--- config.mk ---
export PLATFORM = sky130hd
export DESIGN_NAME = exc_entry_ctrl
export DESIGN_NICKNAME = d
export VERILOG_FILES = /design/src/rtl/exc_entry_pkg.sv /design/src/rtl/exc_entry_arb.sv /design/src/rtl/exc_entry_save.sv /design/src/rtl/exc_entry_ctrl.sv
export SDC_FILE = /design/constraint.sdc
export NUM_CORES = 1
export LEC_CHECK = 0
export ABC_AREA = 1
export BUFFER_PORTS_ARGS = -buffer_cell sky130_fd_sc_hd__buf_2
export CAP_MARGIN = 10
export CORE_MARGIN = 2
export CORE_UTILIZATION = 41
export CTS_CLUSTER_DIAMETER = 60
export DETAILED_ROUTE_END_ITERATION = 10
export GPL_ROUTABILITY_DRIVEN = 1
export HOLD_SLACK_MARGIN = 0.03
export PLACE_DENSITY_LB_ADDON = 0.2
export SYNTH_ARGS = -nofsm -noshare
export SYNTH_HDL_FRONTEND = slang
export SYNTH_SLANG_ARGS = --single-unit
export TNS_END_PERCENT = 5
--- constraint.sdc ---
create_clock -name clk -period 2.2 [get_ports clk]
set_clock_uncertainty 0.1 [all_clocks]
set_input_delay 0.22 -clock clk [delete_from_list [all_inputs] [get_ports clk]]
set_output_delay 0.22 -clock clk [all_outputs]
set_load 0.1 [all_outputs]
--- src/rtl/exc_entry_pkg.sv ---
package exc_entry_pkg;

    localparam int MSR_W   = 6;
    localparam int CAUSE_W = 4;
    localparam int SRR1_W  = 12;
    localparam int OFF_W   = 12;

    localparam int B_RI  = 0;
    localparam int B_ME  = 1;
    localparam int B_FE0 = 2;
    localparam int B_FE1 = 3;
    localparam int B_PR  = 4;
    localparam int B_EE  = 5;

    typedef enum logic [2:0] {
        EK_NONE,
        EK_RESET,
        EK_MCHK,
        EK_PROG,
        EK_FPU,
        EK_EXT,
        EK_DEC
    } exc_kind_e;

    typedef enum logic [1:0] {
        ST_RUN,
        ST_DRAIN,
        ST_CKSTOP
    } ctl_state_e;

    function automatic logic [OFF_W-1:0] vec_offset(exc_kind_e k);
        logic [OFF_W-1:0] o;
        unique case (k)
            EK_RESET: o = 12'h100;
            EK_MCHK:  o = 12'h200;
            EK_EXT:   o = 12'h500;
            EK_PROG:  o = 12'h700;
            EK_FPU:   o = 12'h800;
            EK_DEC:   o = 12'h900;
            default:  o = 12'h000;
        endcase
        return o;
    endfunction

endpackage

--- src/rtl/exc_entry_arb.sv ---
module exc_entry_arb
    import exc_entry_pkg::*;
(
    input  logic      rst_req,
    input  logic      mchk_req,
    input  logic      prog_req,
    input  logic      fpu_req,
    input  logic      ext_req,
    input  logic      dec_req,
    output exc_kind_e kind
);

    always_comb begin
        if (rst_req)
            kind = EK_RESET;
        else if (mchk_req)
            kind = EK_MCHK;
        else if (prog_req)
            kind = EK_PROG;
        else if (fpu_req)
            kind = EK_FPU;
        else if (ext_req)
            kind = EK_EXT;
        else if (dec_req)
            kind = EK_DEC;
        else
            kind = EK_NONE;
    end

endmodule

--- src/rtl/exc_entry_save.sv ---
module exc_entry_save
    import exc_entry_pkg::*;
#(
    parameter int AW = 32
) (
    input  exc_kind_e          kind,
    input  logic [MSR_W-1:0]   msr_cur,
    input  logic               state_lost,
    input  logic [CAUSE_W-1:0] cause,
    input  logic [AW-1:0]      ins_pc,
    input  logic [AW-1:0]      resume_pc,
    output logic [AW-1:0]      srr0_nxt,
    output logic [SRR1_W-1:0]  srr1_nxt,
    output logic [MSR_W-1:0]   msr_nxt
);

    localparam int PAD_W = SRR1_W - CAUSE_W - MSR_W;

    logic [MSR_W-1:0]   snap;
    logic [CAUSE_W-1:0] cause_sel;
    logic               precise;
    logic               unrecov;

    always_comb begin
        precise   = (kind == EK_PROG) || (kind == EK_FPU);
        unrecov   = state_lost && ((kind == EK_RESET) || (kind == EK_MCHK));
        cause_sel = (kind == EK_PROG) ? cause : '0;

        snap = msr_cur;
        if (unrecov)
            snap[B_RI] = 1'b0;

        srr0_nxt = precise ? ins_pc : resume_pc;
        srr1_nxt = {cause_sel, {PAD_W{1'b0}}, snap};

        msr_nxt        = msr_cur;
        msr_nxt[B_EE]  = 1'b0;
        msr_nxt[B_PR]  = 1'b0;
        msr_nxt[B_ME]  = 1'b0;
        msr_nxt[B_RI]  = 1'b0;
    end

endmodule

--- src/rtl/exc_entry_ctrl.sv ---
module exc_entry_ctrl
    import exc_entry_pkg::*;
#(
    parameter int                AW        = 32,
    parameter logic [AW-1:0]     VEC_BASE  = 32'hFFF0_0000,
    parameter logic [MSR_W-1:0]  MSR_RST   = 6'h02
) (
    input  logic                clk,
    input  logic                rst_n,
    input  logic                soft_rst_req,
    input  logic                hard_rst_req,
    input  logic                mchk_pin,
    input  logic                bus_terr,
    input  logic                bus_terr_qual,
    input  logic                state_lost,
    input  logic                ext_irq,
    input  logic                dec_req,
    input  logic                ins_valid,
    input  logic [AW-1:0]       ins_pc,
    input  logic                ins_illegal,
    input  logic                ins_priv_op,
    input  logic                ins_spr_move,
    input  logic                ins_spr_top,
    input  logic                ins_trap,
    input  logic                ins_fp_off,
    input  logic                fp_fex,
    input  logic [AW-1:0]       resume_pc,
    input  logic                drain_done,
    input  logic                msr_wr,
    input  logic [MSR_W-1:0]    msr_wdata,
    output logic                dispatch_stall,
    output logic                drain_req,
    output logic                vec_valid,
    output logic [AW-1:0]       vec_addr,
    output logic [AW-1:0]       srr0,
    output logic [SRR1_W-1:0]   srr1,
    output logic [MSR_W-1:0]    msr,
    output logic                checkstop
);

    localparam int HI_W = AW - OFF_W;

    ctl_state_e          state, state_nxt;
    exc_kind_e           kind;
    logic                dec_pend;
    logic                halted;
    logic                mchk_cond, rst_cond;
    logic                priv_hit, fpe_hit;
    logic [CAUSE_W-1:0]  cause;
    logic                prog_cond, fpu_cond;
    logic                ext_cond, dec_cond;
    logic                async_ok;
    logic                ckstop_go, take;
    logic [AW-1:0]       srr0_nxt;
    logic [SRR1_W-1:0]   srr1_nxt;
    logic [MSR_W-1:0]    msr_nxt;

    // request qualification
    always_comb begin
        halted    = (state == ST_CKSTOP);
        mchk_cond = mchk_pin | (bus_terr & bus_terr_qual);
        rst_cond  = halted ? hard_rst_req : (soft_rst_req | hard_rst_req);
        priv_hit  = msr[B_PR] & (ins_priv_op | (ins_spr_move & ins_spr_top));
        fpe_hit   = (msr[B_FE0] | msr[B_FE1]) & fp_fex;
        cause     = {fpe_hit, ins_illegal, priv_hit, ins_trap};
        prog_cond = ins_valid & (|cause) & ~halted;
        fpu_cond  = ins_valid & ins_fp_off & ~halted;
        ext_cond  = ext_irq & msr[B_EE];
        dec_cond  = dec_pend & msr[B_EE];
        async_ok  = (state == ST_DRAIN) & drain_done;
    end

    exc_entry_arb u_arb (
        .rst_req  (rst_cond),
        .mchk_req (mchk_cond & ~halted),
        .prog_req (prog_cond),
        .fpu_req  (fpu_cond),
        .ext_req  (ext_cond & async_ok),
        .dec_req  (dec_cond & async_ok),
        .kind     (kind)
    );

    exc_entry_save #(.AW(AW)) u_save (
        .kind       (kind),
        .msr_cur    (msr),
        .state_lost (state_lost),
        .cause      (cause),
        .ins_pc     (ins_pc),
        .resume_pc  (resume_pc),
        .srr0_nxt   (srr0_nxt),
        .srr1_nxt   (srr1_nxt),
        .msr_nxt    (msr_nxt)
    );

    always_comb begin
        ckstop_go = (kind == EK_MCHK) & ~msr[B_ME];
        take      = (kind != EK_NONE) & ~ckstop_go;
    end

    // next-state logic
    always_comb begin
        state_nxt = state;
        unique case (state)
            ST_RUN: begin
                if (ckstop_go)
                    state_nxt = ST_CKSTOP;
                else if (take)
                    state_nxt = ST_RUN;
                else if (ext_cond | dec_cond)
                    state_nxt = ST_DRAIN;
            end
            ST_DRAIN: begin
                if (ckstop_go)
                    state_nxt = ST_CKSTOP;
                else if (take || drain_done)
                    state_nxt = ST_RUN;
            end
            ST_CKSTOP: begin
                if (take)
                    state_nxt = ST_RUN;
            end
            default: state_nxt = ST_RUN;
        endcase
    end

    // state register and entry-side registers
    always_ff @(posedge clk or negedge rst_n) begin
        if (!rst_n) begin
            state     <= ST_RUN;
            vec_valid <= 1'b0;
            vec_addr  <= VEC_BASE;
            srr0      <= '0;
            srr1      <= '0;
            msr       <= MSR_RST;
            dec_pend  <= 1'b0;
        end else begin
            state     <= state_nxt;
            vec_valid <= take;
            dec_pend  <= dec_req | (dec_pend & ~(take & (kind == EK_DEC)));
            if (take) begin
                vec_addr <= VEC_BASE | {{HI_W{1'b0}}, vec_offset(kind)};
                srr0     <= srr0_nxt;
                srr1     <= srr1_nxt;
                msr      <= msr_nxt;
            end else if (msr_wr) begin
                msr      <= msr_wdata;
            end
        end
    end

    // state-decoded outputs
    always_comb begin
        dispatch_stall = 1'b0;
        drain_req      = 1'b0;
        checkstop      = 1'b0;
        unique case (state)
            ST_RUN:    ;
            ST_DRAIN:  begin dispatch_stall = 1'b1; drain_req = 1'b1; end
            ST_CKSTOP: begin dispatch_stall = 1'b1; checkstop = 1'b1; end
            default:   ;
        endcase
    end

endmodule

## After elaboration in Yosys (flattened, before gate mapping)

Index checks and enable logic that the tools add are counted.

| storage, ports and cells | value |
|---|---|
| memories | 0 |
| latch bits | 0 |
| logic and storage cells | 82 |
| bits in registers | 64 |
| memory bits (read-only) | 0 |
| RAM bits | 0 |
| bits of input ports | 90 |

| operators by class | value |
|---|---|
| shift operators | 0 |
| muxes and demuxes | 23 |
| magnitude comparators | 0 |
| add/subtract/negate cells | 0 |
| multipliers | 0 |
| eq/ne operators | 11 |
| reductions and logical operators | 11 |
| bitwise operators | 29 |
| div/mod/pow operators | 0 |

Operators with widths:

| cell | count |
|---|---|
| 12-bit one-hot mux with 6 select lines | 1 |
| 32-bit 2-to-1 mux | 1 |
| 1-bit AND | 18 |
| 3-bit 2-to-1 mux | 6 |
| 2-bit 2-to-1 mux | 6 |
| 6-bit 2-to-1 mux | 2 |
| 3-bit equality test (second input constant) | 3 |
| 3-bit by 2-bit equality test with 1-bit output (second input constant) | 2 |
| 1-bit bitwise OR | 6 |
| 2-bit one-hot mux with 3 select lines | 1 |
| 1-bit 2-to-1 mux | 5 |
| 1-bit NOT | 5 |
| 4-bit 2-to-1 mux | 1 |
| 4-bit inequality test (second input constant) | 1 |
| 4-bit OR reduction | 1 |
| 3-bit by 1-bit equality test with 1-bit output (second input constant) | 1 |
| 1-bit logical OR | 3 |
| 3-bit by 2-bit inequality test with 1-bit output (second input constant) | 1 |
| 3-bit AND reduction | 1 |
| 3-bit nonzero test | 1 |
| 2-bit by 1-bit equality test with 1-bit output (second input constant) | 1 |
| 2-bit equality test (second input constant) | 1 |
| 2-bit zero test | 1 |
| 2-bit by 1-bit inequality test with 1-bit output (second input constant) | 1 |
| other kinds (4) | 4 |

## Logic depth before layout (Yosys ltp)

| logic depth | value |
|---|---|
| word-level depth | 17 |
| depth in mapped cells | 17 |

## Cells and area by module

Synthesis repeated with hierarchy kept, for this count alone.

| unflattened totals | value |
|---|---|
| cells, all modules | 479 |
| area, all modules | 3509.6 um^2 |

Modules (own cells, without submodules):

| module | instances | area each (um^2) | cells an instance |
|---|---|---|---|
| exc_entry_ctrl | 1 | 2745.1 | 323 |
| exc_entry_save | 1 | 703.2 | 141 |
| exc_entry_arb | 1 | 61.3 | 15 |

## Least setup slack after synthesis

No wires, ideal clock.

| timing | value |
|---|---|
| kind | register to register |
| start point | reg state[1] |
| end point | reg srr0[15] |
| path buffers | 2 |
| stages on the path, launching flop included | 16 |
| arrival time | 2.604 ns |
| setup slack | -0.624 ns |
| period minus slack after synthesis | 2.824 ns |
| data required time | 1.980 ns |
| path through | dfrtp_1 -> inv_1 -> ha_1 -> nand2_1 -> nor2_1 -> nand3_1 -> nand2_1 -> inv_2 -> a21oi_4 -> nand4_1 -> nand2_2 -> inv_2 -> buf_6 -> buf_6 -> nand3_1 -> nand2_1 |

| on the way | value |
|---|---|
| word-level cells in the longest chain between the ends | 13 |

RTL lines:

| element | line | text |
|---|---|---|
| from (decl) | exc_entry_ctrl.sv:43 | `ctl_state_e state, state_nxt;` |
| from (signal assigned) | exc_entry_ctrl.sv:137 | `state <= state_nxt;` |
| 2-bit by 1-bit equality test with 1-bit output | exc_entry_ctrl.sv:70 | `async_ok = (state == ST_DRAIN) & drain_done;` |
| 1-bit AND | exc_entry_ctrl.sv:70 |  |
| 1-bit AND | exc_entry_ctrl.sv:79 | `.dec_req (dec_cond & async_ok),` |
| 3-bit 2-to-1 mux | exc_entry_arb.sv:24 | `else if (dec_req)` |
| 3-bit 2-to-1 mux | exc_entry_arb.sv:22 | `else if (ext_req)` |
| 3-bit 2-to-1 mux | exc_entry_arb.sv:20 | `else if (fpu_req)` |
| 3-bit 2-to-1 mux | exc_entry_arb.sv:18 | `else if (prog_req)` |
| 3-bit 2-to-1 mux | exc_entry_arb.sv:16 | `else if (mchk_req)` |
| 3-bit 2-to-1 mux * | exc_entry_arb.sv:14 | `if (rst_req)` |
| 3-bit by 2-bit equality test with 1-bit output | exc_entry_ctrl.sv:96 | `ckstop_go = (kind == EK_MCHK) & ~msr[B_ME];` |
| 1-bit AND | exc_entry_ctrl.sv:96 |  |
| 1-bit NOT | exc_entry_ctrl.sv:97 | `take = (kind != EK_NONE) & ~ckstop_go;` |
| 1-bit AND | exc_entry_ctrl.sv:97 |  |
| to (signal assigned) | exc_entry_ctrl.sv:142 | `srr0 <= srr0_nxt;` |
| to (decl) | exc_entry_ctrl.sv:35 | `output logic [AW-1:0] srr0,` |

Mark *: on every way between the ends. The rest lies on a longest branch, timed or not.
A chain may end at the register's enable or synchronous reset.

## Worst setup path after layout

| timing | value |
|---|---|
| start point | reg state[0] |
| end point | reg srr0[4] |

The elaborated chain is that of the path after synthesis.

==> impl_metrics.ini <==
[logic_synthesis]
synth.avg_cell_area_um2 = 7.706
syn_area_um2 = 3352
ys_warn_count = 0
ys_seq_elements = 56
synth_cell_types = 28
syn_inst = 435
ys_seq_area_frac = 0.4184

[hold_path]
min_path_cells = 3
min_path_type = primary input to flip-flop

[power_and_ir_drop]
p_leak_nw = 2.624
power_density_nw_per_um2 = 1391
ir_worst_vdd_mv = 0.9973

[timing]
worst_slack_ns = -0.008996
fmax_ghz = 0.4527
hold_ws_ns = 0.04140
rsz0062_at_grt = yes
setup_violations = 4
finalMaxSlewViolations = 0
tightestPinTransition_ns = 0.7075
finalHoldViolCount = 0
period_share = 1.004
maxSlewHeadroom = 0.5283
period_needed_ns = 2.209

[setup_path]
crit_chain = inv_2 -> ha_4 -> inv_4 -> a21oi_4 -> nand2_2 -> nor2_2 -> nand2_2 -> nand4_1 -> nand2_4 -> buf_8 -> buf_4 -> nand2_1 -> nand2_1
max_stage_delay_ns = 0.44
critical_path.top_delay_family = simple AND/OR/NAND/NOR gates
path_buf_inv = 4
crit_type = flip-flop to flip-flop
r2r_cells = 13
crit_path_top_delay_cell = dfrtp_1
end_kind = flip-flop
cp.depth = 13
arrival_ns = 2.33
cp-start-kind = flip-flop
critical_path.max_fanout = 12
required_ns = 2.32

[final_layout]
final_util = 0.5830
diodes = 0
final_common_cell = nand2_1
multiInputGateArea_um2 = 1637
drive_above_1_share = 0.3926
final_cell_mix = nand2_1, buf_2, dfrtp_1
fillCellCount = 761
seq_area_um2 = 1403
fin_nets = 683
area_delta_synth_final_pct = 35.80

[die]
die_height_um = 94.42
std_cell_rows = 32
initial_core_util = 0.4293
die_w_um = 94.42
core_um2 = 7807
die_area_um2 = 8915
num_io_pins = 176

[detailed_routing]
wirelength_mm = 8.713
vias = 3171
dr.first_iter.drc_count = 58
ant_nets = 0
viasPerCell = 4.576
drt_pass1_iterations = 5
drc = 0
wl_per_cell_um = 12.57

[clock_network]
tritoncts = built
clock_latency_ns = 0.31
cts.path.max_buffers = 2
clk_pin_slew_ns = 0.10
clock-sinks = 56
cts-root-buf = clkbuf_8
cts.htree.levels = 2
cts_buffers = 5

[global_routing]
grt_usage = 0.1863
grt_pass1_vias = 2827
grt_max_degree = 57
grt_pass1_wl_mm = 13.08
gr-total-overflow = 0
antenna_found_initial = 0

[run]
drv_cap = 0

[placed_design]
place.detailed.hpwl_mm = 6.265
io_buffers = 145
place.gp.congestion = 0.8676

[outcome]
violations = setup timing
status = finished with violations
[sequential cells by signal, indices dropped and copies added (netlist names)]
signal     cells
state          2
vec_valid      1
msr            6
srr1          10
srr0          32
vec_addr       4
dec_pend       1
[cells in the mapped netlist (all sizes together)]
library cell	n	area share
clkinv	1	0.0011
inv	47	0.053
nand2	167	0.19
nor2	8	0.0097
a21oi	3	0.010
o21bai	1	0.0022
buf	53	0.11
dfrtp	55	0.41
nand3b	32	0.072
conb	2	0.0022
o211ai	1	0.0022
nand4	1	0.0019
dfstp	1	0.0078
o21ai	10	0.017
ha	3	0.011
clkbuf	2	0.0022
nand3	47	0.088
o2111ai	1	0.0026
[cell families after synthesis]
family                     count (synthesis)  share of synthesized area
buffers and inverters                    103                     0.1702
adders and majority gates                  3                    0.01120
other                                      2                   0.002240
AOI/OAI and AO/OA                         16                    0.03435
and+or+nand+nor                          255                     0.3636
DFF                                       56                     0.4184
[per-layer routing]
layer	GRT usage	part of all wire	wire, um
met5	0	0	0
met4	0.04952	0.014	124
met3	0.04150	0.064	558
met2	0.3238	0.50	4378
met1	0.2345	0.42	3651
[worst min-delay path: stages]
cell,delay [ns]
buf_2,0.07
nand3_1,0.06
nand2_1,0.06
[repair_timing]
item / in CTS / in global routing
hold buffers: 4 / 0
pin swaps: 0 / 8
gates cloned: 0 / 1
resized for setup: 2 / 24
endpoints found under the hold margin: 58 / 0
endpoints found under the setup margin: 3 / 54
buffers inserted: 0 / 9
[per-stage QoR]
stage / area [um^2] / instances / setup slack, ns / setup TNS (ns) / power (mW)
2_1_floorplan: 3567 / 463 / -0.05177 / -1.649 / 4.904
6_report: 4552 / 693 / -0.008996 / -0.02264 / 6.332
3_5_place_dp: 4195 / 671 / 0.001976 / 0 / 5.498
4_1_cts: 4364 / 683 / 0.009651 / 0 / 6.226
3_3_place_gp: 4195 / 671 / 0.07627 / 0 / 5.470
5_1_grt: 4552 / 693 / -0.1819 / -5.773 / 6.623
[final timing paths]
check	endpoint	slack, ns	start
setup / recovery	srr0[4]$_DFFE_PN0P_	-0.009	state[0]$_DFFE_PN0P_
max in group asynchronous	vec_addr[8]$_DFFE_PN0P_	1.06	rst_n
min in group asynchronous	srr0[22]$_DFFE_PN0P_	0.46	rst_n
setup reg to reg	srr0[4]$_DFFE_PN0P_	-0.009	state[0]$_DFFE_PN0P_
hold reg to reg	srr1[5]$_DFFE_PN0P_	0.38	srr1[5]$_DFFE_PN0P_
hold / removal	msr[0]$_DFFE_PN0P_	0.04	msr_wdata[0]
[where the power goes]
group	internal, mW	leakage, nW	switching, mW
Clock	0.373	0.0614	0.342
Sequential	1.33	0.687	0.190
Combinational	0.742	1.88	3.36
[final cells by class]
class                      instances  share of cell area
clock inverter                     2            0.008521
inverter                          48             0.04123
timing repair buffer             175              0.2364
sequential                        56              0.3081
multi-input combinational        304              0.3595
clock buffer                       6             0.01814
tap                              102             0.02804
No activity file was read; power rests on OpenSTA's default activity.
